File: src/rtl/wdt_pkg.sv
`timescale 1ns/1ps
package wdt_pkg;
  localparam int unsigned MULT_W = 5;
  localparam int unsigned RES_W  = 2;
  localparam int unsigned CFG_W  = 1 + MULT_W + RES_W;
  // each resolution step is 4x the previous one
  localparam int unsigned MAX_SHIFT = 2 * ((1 << RES_W) - 1);
  localparam int unsigned CNT_W  = MULT_W + MAX_SHIFT;

  typedef struct packed {
    logic              steer;
    logic [MULT_W-1:0] mult;
    logic [RES_W-1:0]  res;
  } wdt_cfg_t;

  function automatic logic [CNT_W-1:0] limit_of(input logic [MULT_W-1:0] m,
                                                input logic [RES_W-1:0] r);
    return CNT_W'(m) << (2 * r);
  endfunction
endpackage

File: src/rtl/wdt_sync.sv
`timescale 1ns/1ps
module wdt_sync #(
  parameter int unsigned STAGES = 2
) (
  input  logic clk_i,
  input  logic rst_ni,
  input  logic din_i,
  output logic edge_o
);
  logic [STAGES:0] chain_q;

  always_ff @(posedge clk_i or negedge rst_ni) begin
    if (!rst_ni) chain_q[0] <= 1'b0;
    else         chain_q[0] <= din_i;
  end

  for (genvar g = 1; g <= STAGES; g++) begin : g_stage
    always_ff @(posedge clk_i or negedge rst_ni) begin
      if (!rst_ni) chain_q[g] <= 1'b0;
      else         chain_q[g] <= chain_q[g-1];
    end
  end

  assign edge_o = chain_q[STAGES] ^ chain_q[STAGES-1];
endmodule

File: src/rtl/wdt_timer.sv
`timescale 1ns/1ps
module wdt_timer
  import wdt_pkg::*;
(
  input  logic              clk_i,
  input  logic              rst_ni,
  input  logic              tick_i,
  input  logic              kick_i,
  input  logic              stop_i,
  input  logic [MULT_W-1:0] mult_i,
  input  logic [RES_W-1:0]  res_i,
  output logic              expire_o
);
  logic [CNT_W-1:0] cnt_q;
  logic [CNT_W-1:0] limit;
  logic             enabled;

  assign limit    = limit_of(mult_i, res_i);
  assign enabled  = (mult_i != '0);
  assign expire_o = tick_i && enabled && !kick_i && !stop_i &&
                    (cnt_q == limit - CNT_W'(1));

  always_ff @(posedge clk_i or negedge rst_ni) begin
    if (!rst_ni)                          cnt_q <= '0;
    else if (stop_i || kick_i || !enabled) cnt_q <= '0;
    else if (tick_i)                      cnt_q <= expire_o ? '0 : cnt_q + CNT_W'(1);
  end
endmodule

File: src/rtl/wdt_pulse.sv
`timescale 1ns/1ps
module wdt_pulse #(
  parameter int unsigned LEN = 2
) (
  input  logic clk_i,
  input  logic rst_ni,
  input  logic tick_i,
  input  logic start_i,
  output logic active_o,
  output logic done_o
);
  localparam int unsigned LW = $clog2(LEN + 1);

  logic [LW-1:0] left_q;
  logic          active_q;

  assign done_o   = active_q && tick_i && (left_q == LW'(1));
  assign active_o = active_q;

  always_ff @(posedge clk_i or negedge rst_ni) begin
    if (!rst_ni) begin
      active_q <= 1'b0;
      left_q   <= '0;
    end else if (!active_q) begin
      if (start_i) begin
        active_q <= 1'b1;
        left_q   <= LW'(LEN);
      end
    end else if (tick_i) begin
      if (done_o) begin
        active_q <= 1'b0;
        left_q   <= '0;
      end else begin
        left_q <= left_q - LW'(1);
      end
    end
  end
endmodule

File: src/rtl/prog_watchdog.sv
`timescale 1ns/1ps
module prog_watchdog
  import wdt_pkg::*;
#(
  parameter int unsigned RST_TICKS   = 2,
  parameter int unsigned SYNC_STAGES = 2
) (
  input  logic             clk_i,
  input  logic             rst_ni,
  input  logic             tick_i,
  input  logic             wr_i,
  input  logic [CFG_W-1:0] wdata_i,
  input  logic             wdi_i,
  input  logic             flag_rd_i,
  input  logic             pwr_clr_i,
  output logic [CFG_W-1:0] cfg_o,
  output logic             wdf_o,
  output logic             irq_no,
  output logic             rst_no,
  output logic             ftest_clr_o
);
  wdt_cfg_t cfg_q;
  logic     wdi_edge, kick, expire;
  logic     pulse_active, pulse_done;
  logic     wdf_q, irq_q, ftc_q;

  wdt_sync #(.STAGES(SYNC_STAGES)) u_sync (
    .clk_i  (clk_i),
    .rst_ni (rst_ni),
    .din_i  (wdi_i),
    .edge_o (wdi_edge)
  );

  assign kick = wr_i | wdi_edge;

  wdt_timer u_timer (
    .clk_i    (clk_i),
    .rst_ni   (rst_ni),
    .tick_i   (tick_i),
    .kick_i   (kick),
    .stop_i   (pwr_clr_i),
    .mult_i   (cfg_q.mult),
    .res_i    (cfg_q.res),
    .expire_o (expire)
  );

  wdt_pulse #(.LEN(RST_TICKS)) u_pulse (
    .clk_i    (clk_i),
    .rst_ni   (rst_ni),
    .tick_i   (tick_i),
    .start_i  (expire && cfg_q.steer),
    .active_o (pulse_active),
    .done_o   (pulse_done)
  );

  always_ff @(posedge clk_i or negedge rst_ni) begin
    if (!rst_ni) begin
      cfg_q <= '0;
      wdf_q <= 1'b0;
      irq_q <= 1'b0;
      ftc_q <= 1'b0;
    end else begin
      if (pwr_clr_i || pulse_done) cfg_q <= '0;
      else if (wr_i)               cfg_q <= wdt_cfg_t'(wdata_i);

      if (expire)         wdf_q <= 1'b1;
      else if (flag_rd_i) wdf_q <= 1'b0;

      if (pwr_clr_i || (wr_i && wdata_i == '0)) irq_q <= 1'b0;
      else if (expire && !cfg_q.steer)          irq_q <= 1'b1;

      ftc_q <= pulse_done;
    end
  end

  assign cfg_o       = cfg_q;
  assign wdf_o       = wdf_q;
  assign irq_no      = ~irq_q;
  assign rst_no      = ~pulse_active;
  assign ftest_clr_o = ftc_q;
endmodule

File: config.mk
export PLATFORM = sky130hd
export DESIGN_NAME = prog_watchdog
export DESIGN_NICKNAME = d
export VERILOG_FILES = /design/src/rtl/wdt_pkg.sv /design/src/rtl/wdt_sync.sv /design/src/rtl/wdt_timer.sv /design/src/rtl/wdt_pulse.sv /design/src/rtl/prog_watchdog.sv
export SDC_FILE = /design/constraint.sdc
export NUM_CORES = 1
export LEC_CHECK = 0
export BUFFER_PORTS_ARGS = -buffer_cell sky130_fd_sc_hd__buf_2
export CORE_MARGIN = 2
export CORE_UTILIZATION = 45
export DETAILED_ROUTE_END_ITERATION = 7
export GPL_TIMING_DRIVEN = 0
export PLACE_DENSITY = 0.67
export SLEW_MARGIN = 20
export SYNTH_ARGS = -nofsm -noshare
export SYNTH_HDL_FRONTEND = slang
export SYNTH_HIERARCHICAL = 1
export SYNTH_SLANG_ARGS = --single-unit
File: constraint.sdc
create_clock -name clk_i -period 7.29 [get_ports clk_i]
set_input_delay 1.8225 -clock clk_i [delete_from_list [all_inputs] [get_ports clk_i]]
set_output_delay 1.8225 -clock clk_i [all_outputs]
set_load 0.02 [all_outputs]
==> metrics.txt <==
Post-DP Area 0.00216 mm2; worst-path maximum fanout 10; hold_buf cts 0; register area share after synthesis 0.356; fin crit period approximately 3600 ps; final max-slew violation count 0; Finish-stage setup viols 0; cts bufs inserted 3; WL final about 4300 um; HP Class reg -> reg; Post-CTS Setup Repair Bufs 0; pwr/cell area around 160 mW/mm2; DIE WIDTH 70.2 um; Ports 27; core area roughly 0.0043 mm2; CTS Sinks 28; ys flop type dfrtp_1; # rows 24; outcome finished, final reports clean; fmax around 280 MHz; Layout Nets 270; Residual DRC 0; drt via density roughly 5.6; chip height around 70 um; Vias approximately 1700; Setup crit end kind flip-flop; final setup TNS 0 ps; synthesis-to-finish area growth 13.3%; global-route wire length before repair between 7000 and 8000 um; grt ovf 0; dpl cells 299; FF-to-FF setup slack between 3000 and 4000 ps; CTS H-tree depth 1; distinct cell type count after synthesis 53; routability congestion estimate between 0.8 and 0.9; max-cap check violation count 0; CP startpoint kind flip-flop; number of synthesized flops with an enable pin 0; All-Layer GR Usage 0.191; wire per inst 14.3 um; post-route design area about 0.0022 mm2; Root Driver clkbuf_8; CTS tree done; antenna violations before repair 0; largest area contributor in the netlist dfrtp_1; Final HPWL DP approximately 3100 um; cts repair resizes 0; port buffer count 25; clock buffer depth 2; Synthesized Nets between 200 and 250; Slew HR 0.526; WP data required roughly 7500 ps; Starting Density 0.459; initial drt markers between 150 and 200; clk_lat worst skew 280 ps; RSZ-0062 raised after global routing false; Yosys warnings 6; Die Area between 0.004 and 0.005 mm2; top cell type's share of synthesized area 0.356; Syn Std Cell Area just under 0.002 mm2; average size of a mapped cell just under 9 um2; CP Class reg -> reg; Gate Count Post-Synth around 220; Yosys reg bits 28; critical path arrival roughly 3800 ps; top post-synthesis cells by area dfrtp_1, mux2i_1, xnor2_1; fin cells 303; Worst IR Drop VDD 0.103 mV; number of global-route vias before repair 1657; Post-synth top cells dfrtp_1, nor2_1, inv_1; leak pwr around 1.1 nW; transition time of the tightest slew-check pin ~710 ps; share of layout cells above drive strength 1 0.179; Fillers roughly 430; Pre-antenna DRT Iters 4; largest net degree at the start of global routing 29; Worst Skew a little under 9 ps; Worst-path clk slew about 90 ps; ys async rst share 1.00; Final ANT Viol Nets 0; Hold Violations, Final 0; Period Utilization, post-route 0.498; most numerous cell in the Yosys netlist dfrtp_1; final antenna diode count 0; Tot Pwr around 0.00036 W
## state kept, by name (all words and copies together) (netlist names)
| register | count |
|---|---|
| u_timer/cnt_q | 11 |
| cfg_o | 8 |
| u_sync/chain_q | 3 |
| u_pulse/left_q | 2 |
| ftest_clr_o | 1 |
| irq_q | 1 |
| u_pulse/active_o | 1 |
| wdf_o | 1 |
## worst max-delay path, cell delays in order, from the launching register on
cell      delay [ps]
dfrtp_1          510
buf_2            250
buf_1            360
nor2_1           130
nand2_1          130
ha_1             190
inv_1             90
a211oi_1         270
o211a_1          210
o211ai_1         140
or4_1            600
nor2_1           230
and2_1           180
nor2_1            60
a22oi_1          180
## routing by layer
metal | wire (um) | up-vias | track usage | part of all wire
met1 | 2090 | 815 | 0.264 | 0.48
met3 | 125 | 4 | 0.0202 | 0.029
met5 | 0 | - | 0 | 0
met4 | 46 | 0 | 0.0684 | 0.011
met2 | 2060 | 25 | 0.311 | 0.48
li1 | - | 846 | - | -
## per-stage QoR
stage	util	worst slack [ps]	hold WS [ps]
3_5_place_dp	0.503	3510	340
4_1_cts	0.520	3650	363
3_3_place_gp	0.503	3520	337
6_report	0.520	3660	359
2_1_floorplan	-	3760	331
5_1_grt	0.520	3340	377
## final cells by class
type | instances | area [um2] | area share
repair buffers | 25 | 125 | 0.0561
plain buffers | 11 | 60.1 | 0.0269
inverters | 15 | 56.3 | 0.0252
multi-input cells | 168 | 1150 | 0.517
well taps | 52 | 65.1 | 0.0291
clock inverters | 1 | 30.0 | 0.0135
clock buffers | 3 | 41.3 | 0.0185
flip-flops and latches | 28 | 701 | 0.314
## power breakdown
part,switching (W),total (W),internal (W)
registers,0.00000479,0.000163,0.000159
clock network,0.0000496,0.000123,0.0000736
logic,0.0000435,0.0000757,0.0000322
total,0.0000978,0.000362,0.000264
## kinds of logic (layout without fill, tap and decap cells)
| family | count (synthesis) | count (layout) | share of synthesized area |
|---|---|---|---|
| mux | 13 | 13 | 0.0679 |
| simple gates | 79 | 79 | 0.208 |
| xor+xnor | 19 | 19 | 0.0914 |
| compound gates | 54 | 54 | 0.199 |
| flops | 28 | 28 | 0.356 |
| buf+inv | 26 | 55 | 0.0590 |
| fa+ha+maj | 3 | 3 | 0.0190 |
## layout by cell type (no fill, tap or decap), types with 4 or more instances in the layout
master and instances:
nor3_1 6, a21o_1 5, o21ai_0 9, or2_2 4, xor2_1 7, mux2i_1 10
nand3_1 10, dfrtp_1 28, nor2_1 24, nand2_1 11, nor2b_1 4, a22o_1 6
clkbuf_1 5, buf_2 28, xnor2_1 11, a21oi_1 9, inv_1 15
## worst paths after layout
kind / start / endpoint / cells past startpoint
min in group asynchronous: rst_ni / u_timer/cnt_q[6] / 1
hold / removal: u_sync/chain_q[0] / u_sync/chain_q[1] / 0
setup / recovery: cfg_o[1] / u_pulse/left_q[1] / 14
setup reg to reg: cfg_o[1] / u_pulse/left_q[1] / 14
hold reg to reg: u_sync/chain_q[0] / u_sync/chain_q[1] / 0
max in group asynchronous: rst_ni / irq_q / 1
Note: power is estimated with default switching activity, not from simulation.
